===== src/rtl/pic_pkg.sv =====
package pic_pkg;
  typedef enum logic {
    MODE_FLAT = 1'b0,
    MODE_NEST = 1'b1
  } mode_e;

  function automatic int stat_width(input int n, input int iw);
    return 2 * n + iw + 1;
  endfunction
endpackage


===== src/rtl/pic_prio_find.sv =====
module pic_prio_find #(
  parameter int N  = 8,
  parameter int IW = $clog2(N)
) (
  input  logic [N-1:0]  vec_i,
  output logic          vld_o,
  output logic [IW-1:0] idx_o
);
  always_comb begin
    vld_o = |vec_i;
    idx_o = '0;
    for (int i = N - 1; i >= 0; i--) begin
      if (vec_i[i]) idx_o = IW'(i);
    end
  end
endmodule


===== src/rtl/pic_pend.sv =====
module pic_pend #(
  parameter int N = 8
) (
  input  logic         clk_i,
  input  logic         rst_ni,
  input  logic [N-1:0] req_i,
  input  logic [N-1:0] mask_i,
  input  logic [N-1:0] clr_i,
  output logic [N-1:0] pend_o
);
  logic [N-1:0] pend_q;

  for (genvar g = 0; g < N; g++) begin : g_bit
    always_ff @(posedge clk_i or negedge rst_ni) begin
      if (!rst_ni)        pend_q[g] <= 1'b0;
      else if (clr_i[g])  pend_q[g] <= 1'b0;
      else if (req_i[g] && !mask_i[g]) pend_q[g] <= 1'b1;
    end

    assert_clr_wins_R4: assert property (@(posedge clk_i) disable iff (!rst_ni)
      clr_i[g] |=> !pend_q[g]);
  end

  assign pend_o = pend_q;
endmodule


===== src/rtl/pic_isr.sv =====
module pic_isr #(
  parameter int N  = 8,
  parameter int IW = $clog2(N)
) (
  input  logic          clk_i,
  input  logic          rst_ni,
  input  logic          push_i,
  input  logic [IW-1:0] push_idx_i,
  input  logic          pop_i,
  output logic [N-1:0]  isr_o,
  output logic          gie_o,
  output logic          top_vld_o,
  output logic [IW-1:0] top_idx_o
);
  logic [N-1:0] isr_q, isr_pop, isr_d;
  logic         gie_q;

  // lowest index is the highest level; clear the lowest set bit
  assign isr_pop = pop_i ? (isr_q & (isr_q - N'(1))) : isr_q;
  assign isr_d   = push_i ? (isr_pop | (N'(1) << push_idx_i)) : isr_pop;

  always_ff @(posedge clk_i or negedge rst_ni) begin
    if (!rst_ni) begin
      isr_q <= '0;
      gie_q <= 1'b1;
    end else begin
      isr_q <= isr_d;
      if (push_i)                         gie_q <= 1'b0;
      else if (pop_i && (isr_pop == '0))  gie_q <= 1'b1;
    end
  end

  pic_prio_find #(.N(N), .IW(IW)) u_top (
    .vec_i (isr_q),
    .vld_o (top_vld_o),
    .idx_o (top_idx_o)
  );

  assign isr_o = isr_q;
  assign gie_o = gie_q;

  assert_gie_mirror_R8: assert property (@(posedge clk_i) disable iff (!rst_ni)
    gie_q == (isr_q == '0));

  assert_pop_one_R7: assert property (@(posedge clk_i) disable iff (!rst_ni)
    (pop_i && !push_i) |=> ($countones(isr_q) + 1 == $countones($past(isr_q))));
endmodule


===== src/rtl/prio_irq_ctrl.sv =====
module prio_irq_ctrl
  import pic_pkg::*;
#(
  parameter int N_SRC  = 8,
  parameter int ID_W   = $clog2(N_SRC),
  parameter int STAT_W = stat_width(N_SRC, ID_W)
) (
  input  logic              clk_i,
  input  logic              rst_ni,
  input  logic [N_SRC-1:0]  req_i,
  input  logic [N_SRC-1:0]  mask_i,
  input  logic              nest_en_i,
  input  logic              ack_i,
  input  logic              eoi_i,
  output logic              irq_o,
  output logic [ID_W-1:0]   id_o,
  output logic              active_o,
  output logic [STAT_W-1:0] status_o
);
  mode_e             mode;
  logic [N_SRC-1:0]  pend, isr, clr;
  logic              win_vld, top_vld, gie;
  logic [ID_W-1:0]   win_idx, top_idx;
  logic              preempt_ok, push, pop;

  assign mode = mode_e'(nest_en_i);

  pic_pend #(.N(N_SRC)) u_pend (
    .clk_i  (clk_i),
    .rst_ni (rst_ni),
    .req_i  (req_i),
    .mask_i (mask_i),
    .clr_i  (clr),
    .pend_o (pend)
  );

  pic_prio_find #(.N(N_SRC), .IW(ID_W)) u_win (
    .vec_i (pend),
    .vld_o (win_vld),
    .idx_o (win_idx)
  );

  pic_isr #(.N(N_SRC), .IW(ID_W)) u_isr (
    .clk_i      (clk_i),
    .rst_ni     (rst_ni),
    .push_i     (push),
    .push_idx_i (win_idx),
    .pop_i      (pop),
    .isr_o      (isr),
    .gie_o      (gie),
    .top_vld_o  (top_vld),
    .top_idx_o  (top_idx)
  );

  assign preempt_ok = (mode == MODE_NEST) && top_vld && (win_idx < top_idx);
  assign irq_o      = win_vld && (gie || preempt_ok);
  assign pop        = eoi_i && top_vld;
  assign push       = ack_i && irq_o && !eoi_i;
  assign clr        = push ? (N_SRC'(1) << win_idx) : '0;

  assign id_o     = top_idx;
  assign active_o = top_vld;
  assign status_o = {gie, top_idx, isr, pend};

  assert_flat_quiet_R5: assert property (@(posedge clk_i) disable iff (!rst_ni)
    (mode == MODE_FLAT && active_o) |-> !irq_o);

  assert_nest_strict_R6: assert property (@(posedge clk_i) disable iff (!rst_ni)
    (irq_o && active_o) |-> (win_idx < id_o));

  assert_ack_capture_R4: assert property (@(posedge clk_i) disable iff (!rst_ni)
    push |=> (active_o && id_o == $past(win_idx)));
endmodule


===== config.mk =====
export PLATFORM = sky130hd
export DESIGN_NAME = prio_irq_ctrl
export DESIGN_NICKNAME = d
export VERILOG_FILES = /design/src/rtl/pic_pkg.sv /design/src/rtl/pic_prio_find.sv /design/src/rtl/pic_pend.sv /design/src/rtl/pic_isr.sv /design/src/rtl/prio_irq_ctrl.sv
export SDC_FILE = /design/constraint.sdc
export NUM_CORES = 1
export LEC_CHECK = 0
export ABC_AREA = 1
export ABC_CLOCK_PERIOD_IN_PS = 1750
export BUFFER_PORTS_ARGS = -buffer_cell sky130_fd_sc_hd__buf_2
export CAP_MARGIN = 20
export CORE_MARGIN = 5
export CORE_UTILIZATION = 40
export DETAILED_ROUTE_END_ITERATION = 10
export GPL_ROUTABILITY_DRIVEN = 0
export PLACE_DENSITY = 0.67
export SLEW_MARGIN = 25
export SYNTH_ARGS = -nofsm -noshare
export SYNTH_HDL_FRONTEND = slang
export SYNTH_SLANG_ARGS = --single-unit

===== constraint.sdc =====
create_clock -name clk_i -period 1.75 [get_ports clk_i]
set_input_delay 0.35 -clock clk_i [delete_from_list [all_inputs] [get_ports clk_i]]
set_output_delay 0.35 -clock clk_i [all_outputs]
set_load 0.01 [all_outputs]

# Word level (Yosys, flattened, before mapping)
# Cells that the tools add are included.
dict set report op_classes {
  n_bitwise 2
  n_addsub 1
  div_mod_pow 0
  reduce_logical 37
  multipliers 0
  mux 37
  n_shift 1
  n_eq_ne 0
  n_lt_le_gt_ge 1
}
# cell n
set ops {}
lappend ops {{3-bit 2-to-1 mux} 16}
lappend ops {{8-bit 2-to-1 mux} 3}
lappend ops {{1-bit 2-to-1 mux} 18}
lappend ops {{2-bit nonzero test} 9}
lappend ops {{8-bit OR reduction} 2}
lappend ops {{1-bit logical AND} 15}
lappend ops {{1-bit logical NOT} 9}
lappend ops {{8-bit bitwise AND} 1}
lappend ops {{8-bit logical NOT} 1}
lappend ops {{8-bit OR} 1}
lappend ops {{1-bit by 3-bit << shifter with 8-bit output, first input constant} 1}
lappend ops {{8-bit by 1-bit subtractor with 8-bit output, second input constant} 1}
lappend ops {{3-bit less-than comparator} 1}
lappend ops {{1-bit logical OR} 1}
dict set report word_totals {
  memories 0
  romBits 0
  reg_bits 17
  ram_bits 0
  latchBits 0
}

# Depth between registers and ports, before layout
dict set report depth {
  word_depth 16
  ltp_mapped 15
  depth_no_buf 15
}

# By module
# Synthesis repeated with hierarchy kept, for this count alone.
dict set report unflattened {
  cells_unflattened 192
  area_unflattened_um2 1255.0
}
# module area_each_um2 seq_area_each_um2 cells_per_inst n_inst
set modules_own_cells {}
lappend modules_own_cells {pic_isr 462.9 226.5 64 1}
lappend modules_own_cells {pic_pend 360.3 200.2 40 1}
lappend modules_own_cells {prio_irq_ctrl 234.0 0.0 44 1}
lappend modules_own_cells {pic_prio_find 98.8 0.0 22 2}

# Worst setup path after synthesis
# No wires, ideal clock.
dict set report synth_timing {
  kind {register to output}
  from {register u_isr.isr_q[6] (netlist: u_isr.isr_o[6])}
  to {output port irq_o}
  slack_ns -0.133
  arrival_time_ns 1.533
  stages_incl_launch_ff 12
  n_path_buf 0
  cell_sequence {dfrtp_1 inv_1 nand2_1 nand2_1 nand2_1 nand2_1 nand2_1 a21oi_1 nand2_1 nand2_1 nand2_2 a21boi_0}
}
dict set report synth_between {
  elab_chain_len 11
  elab_cells_between_ends 13
  classes_between {1 x order compare; 7 x mux; 5 x reduce/logical}
}
# item line
set synth_rtl {}
lappend synth_rtl {{start, declared} pic_isr.sv:15} ;# logic [N-1:0] isr_q, isr_pop, isr_d;
lappend synth_rtl {{start signal, assigned} pic_isr.sv:27} ;# isr_q <= isr_d;
lappend synth_rtl {{3-bit 2-to-1 mux (7 in series)} pic_prio_find.sv:13} ;# if (vec_i[i]) idx_o = IW'(i);
lappend synth_rtl {{net id_o[0]} prio_irq_ctrl.sv:16} ;# output logic [ID_W-1:0] id_o,
lappend synth_rtl {{3-bit less-than comparator} prio_irq_ctrl.sv:55} ;# assign preempt_ok = (mode == MODE_NEST) && top_vld && (win_idx < top_idx);
lappend synth_rtl {{1-bit logical AND} prio_irq_ctrl.sv:55}
lappend synth_rtl {{1-bit logical OR} prio_irq_ctrl.sv:56} ;# assign irq_o = win_vld && (gie || preempt_ok);
lappend synth_rtl {{1-bit logical AND} prio_irq_ctrl.sv:56}
lappend synth_rtl {{end, declared} prio_irq_ctrl.sv:15} ;# output logic irq_o,
# The timed path passes the listed nets, and every way through them passes these cells.

# Worst setup path in the final report
dict set report layout_timing {
  from {register u_isr.isr_q[7] (netlist: u_isr.isr_o[7])}
  to {output port irq_o}
}
dict set report layout_between {
  elab_chain_len 12
  elab_cells_between_ends 14
  classes_between {1 x order compare; 8 x mux; 5 x reduce/logical}
}
# item line
set layout_rtl {}
lappend layout_rtl {{3-bit 2-to-1 mux (8 in series)} pic_prio_find.sv:13}
lappend layout_rtl {{3-bit less-than comparator} prio_irq_ctrl.sv:55}
lappend layout_rtl {{1-bit logical AND *} prio_irq_ctrl.sv:55}
lappend layout_rtl {{1-bit logical OR *} prio_irq_ctrl.sv:56}
lappend layout_rtl {{1-bit logical AND *} prio_irq_ctrl.sv:56}
# Every way passes the cells marked *; elsewhere a longest branch is shown, timed or not.

==> impl_metrics.json <==
{
  "leakage_nw": 1.05,
  "vias": 1363,
  "synth-seq-cells": 17,
  "syn_inst": 182,
  "diodes": 0,
  "path_class": "reg -> out",
  "grt_max_degree": 18,
  "ir_worst_vdd_uv": 567,
  "place_ws_ns": -0.0589,
  "cp.arrival_ns": 1.74,
  "drt-vias-per-instance": 4.53,
  "cts_buffers": 3,
  "die_x_um": 66.0,
  "die_y_um": 66.0,
  "layout-drive-gt1-share_pct": 45.1,
  "htreeDepth": 1,
  "num_rows": 20,
  "die_area_um2": 4350,
  "post_dp_cell_area_um2": 1670,
  "cp.required_ns": 1.40,
  "tritoncts": "built",
  "grt_usage_pct": 16.8,
  "wl_um": 3220,
  "critPathLaunchType": "register",
  "slowest_stage": "dfrtp_1",
  "finalClockSkew_ns": 0.00402,
  "layout_min_cycle_time_ns": 2.09,
  "clk_latency_ns": 0.30,
  "power_switching_uw": 811,
  "path_cells": "buf_6, nand2_2, nand2_1, nand2_1, nand2_1, nand2_1, a21oi_2, nand2_1, nand2_1, nand2_2, a21boi_2, buf_2",
  "ys.warnings.count": 0,
  "final_area_um2": 1830,
  "setup.worst_path.end_class": "primary output",
  "p_clk_share_pct": 11.5,
  "wl_met3_um": 186,
  "grt_pass1_wl_um": 5650,
  "outcome": "finished, violations left",
  "grt_pass1_vias": 1376,
  "ys_top_cells_by_area": "dfrtp_1, nand2_1, inv_1, o21ai_0, nor2_4",
  "initial_core_util_pct": 41.4,
  "met2WireLength_um": 1640,
  "critPathMaxFanout": 4,
  "slowest_delay_ns": 0.41,
  "combPwrFrac_pct": 61.4,
  "ys_types": 24,
  "coreArea_um2": 3030,
  "syn_to_final_growth_pct": 46.3,
  "clk_path_buf_depth": 2,
  "p_per_area_nw_per_um2": 1030,
  "wl_per_cell_um": 10.7,
  "clk_pin_slew_ns": 0.10,
  "gr-total-overflow": 0,
  "relSlewSlack_pct": 68.2,
  "hold_class": "in -> reg",
  "power_frac_seq_pct": 27.0,
  "fmax_mhz": 479,
  "final_antenna_net_count": 0,
  "violations": "setup timing",
  "top_layer_used": "met4",
  "post-dp-hpwl_um": 2580,
  "hold_slack_ns": 0.297,
  "rsz0062_at_grt": "yes",
  "cp_common_cell": "nand2_1",
  "drt_iter0_drc": 47,
  "syn_nets": 203,
  "final_util_pct": 60.6,
  "synth-seq-area-share_pct": 34.0,
  "finalSetupViolCount": 14,
  "drc": 0,
  "fin_ws_ns": -0.337,
  "fin_crit_sh_pct": 119,
  "swShare_pct": 43.0,
  "hold_violations": 0,
  "p_int_mw": 1.07,
  "clkSinkCount": 17,
  "nets": 279,
  "synth.avg_cell_area_um2": 6.89,
  "maxCapViolations": 0,
  "io_pins": 46,
  "synth_top_cell_area_share_pct": 31.9,
  "netlist_area_um2": 1250,
  "clock-root-buffer": "clkbuf_4",
  "synth_area_leader_cell": "dfrtp_1",
  "worstMarginPinSlew_ns": 0.477,
  "dr.pass1.iters": 4,
  "drv_slew": 0,
  "antenna_found_initial": 0,
  "io_buffers": 45,
  "wl_met1_um": 1330
}
[sequential cells by signal, summed over array words and instances, names as in the netlist]
name	count
u_pend.pend_o	8
u_isr.gie_o	1
u_isr.isr_o	8
[metal layers]
layer	up-vias	track usage (%)
li1	710	-
met1	608	19.0
met2	38	31.3
met3	7	3.06
met4	0	5.33
met5	-	0
[logic make-up (layout without fill, tap and decap cells)]
family | count (synthesis) | count (layout) | synth area share [%]
and+or+nand+nor | 97 | 98 | 41.3
buffers and inverters | 48 | 122 | 16.2
DFF | 17 | 17 | 34.0
AOI/OAI and AO/OA | 20 | 20 | 8.48
[final timing paths]
path                                                      to  depth (start not counted)  slack [ns]                         start
worst min-delay path            u_pend.pend_o[2]$_DFFE_PN0P_                          4        0.30                     mask_i[2]
worst max register to register       u_isr.gie_o$_DFFE_PN1P_                         13       -0.11      u_isr.isr_o[6]$_DFF_PN0_
worst max-delay path                                   irq_o                         12       -0.34      u_isr.isr_o[7]$_DFF_PN0_
worst min register to register  u_pend.pend_o[1]$_DFFE_PN0P_                          4        0.62  u_pend.pend_o[1]$_DFFE_PN0P_
max in group asynchronous            u_isr.gie_o$_DFFE_PN1P_                          2        0.95                        rst_ni
min in group asynchronous       u_pend.pend_o[3]$_DFFE_PN0P_                          2        0.49                        rst_ni
[power by group through the flow]
stage / combinational [mW] / clock (mW) / sequential (mW)
2_1_floorplan: 0.623 / 0 / 0.547
3_3_place_gp: 0.980 / 0 / 0.514
3_5_place_dp: 0.989 / 0 / 0.515
4_1_cts: 1.06 / 0.225 / 0.508
5_1_grt: 1.29 / 0.247 / 0.518
6_report: 1.16 / 0.217 / 0.509
[metrics by stage]
stage	setup TNS (ns)	std cells	total power, mW
finish	-1.10	301	1.88
global route	-4.44	301	2.06
CTS	-0.669	299	1.80
detailed placement	-0.0589	288	1.50
global placement	-0.0477	288	1.49
floorplan	0	182	1.17
[repair_timing]
action	CTS	global route
buffers inserted	9	2
endpoints found under the setup margin	6	24
hold buffers	1	0
hold endpoints to repair	16	0
gates cloned	0	1
pin swaps	4	10
resized for setup	12	8
[layout make-up]
cell class	instances	area [µm²]
well taps	44	55.1
fillers	298	1190
clock buffers	4	26.3
flip-flops and latches	17	427
repair buffers	74	488
multi-input cells	118	664
inverters	44	174
[Yosys cell counts]
library cell,n
a21oi_1,4
dfrtp_1,16
nand4_2,2
a21boi_0,1
nand2_4,4
nor2_4,5
nand3_1,6
nand4_1,6
clkinv_1,1
a21oi_2,1
inv_2,1
nand3_2,3
buf_4,4
nor2_2,5
nor2_1,12
inv_1,40
o21ai_0,12
nor3_1,2
inv_4,1
clkinv_4,1
o21ai_1,2
nand2_2,5
dfstp_2,1
nand2_1,47
[cells in the final DEF, fill, tap and decap left out]
cell type      instances
nand4_4                2
inv_1                 36
dlygate4sd3_1          1
dfrtp_1               16
clkinv_4               1
dfstp_2                1
nand2_4                4
nand3_2                3
nand3_1                6
inv_4                  1
inv_2                  5
o21ai_1                3
a21oi_2                3
a21boi_2               1
buf_6                  8
a21oi_1                2
nor2_4                 5
clkbuf_1               1
o21ai_0               11
nand4_1                6
nor2_2                 6
nor2_1                11
nand2_1               46
nor3_1                 2
buf_4                 25
nand2_2                7
clkinv_2               1
buf_2                 40
clkbuf_4               3
[critical path, delay by kind of cell, from the launching register on]
kind | cells | cell delay [ns]
buffers and inverters | 2 | 0.25
AND/OR/NAND/NOR | 8 | 0.49
AO/OA/AOI/OAI | 2 | 0.29
flip-flops | 1 | 0.41
No activity file was read; power rests on OpenSTA's default activity.
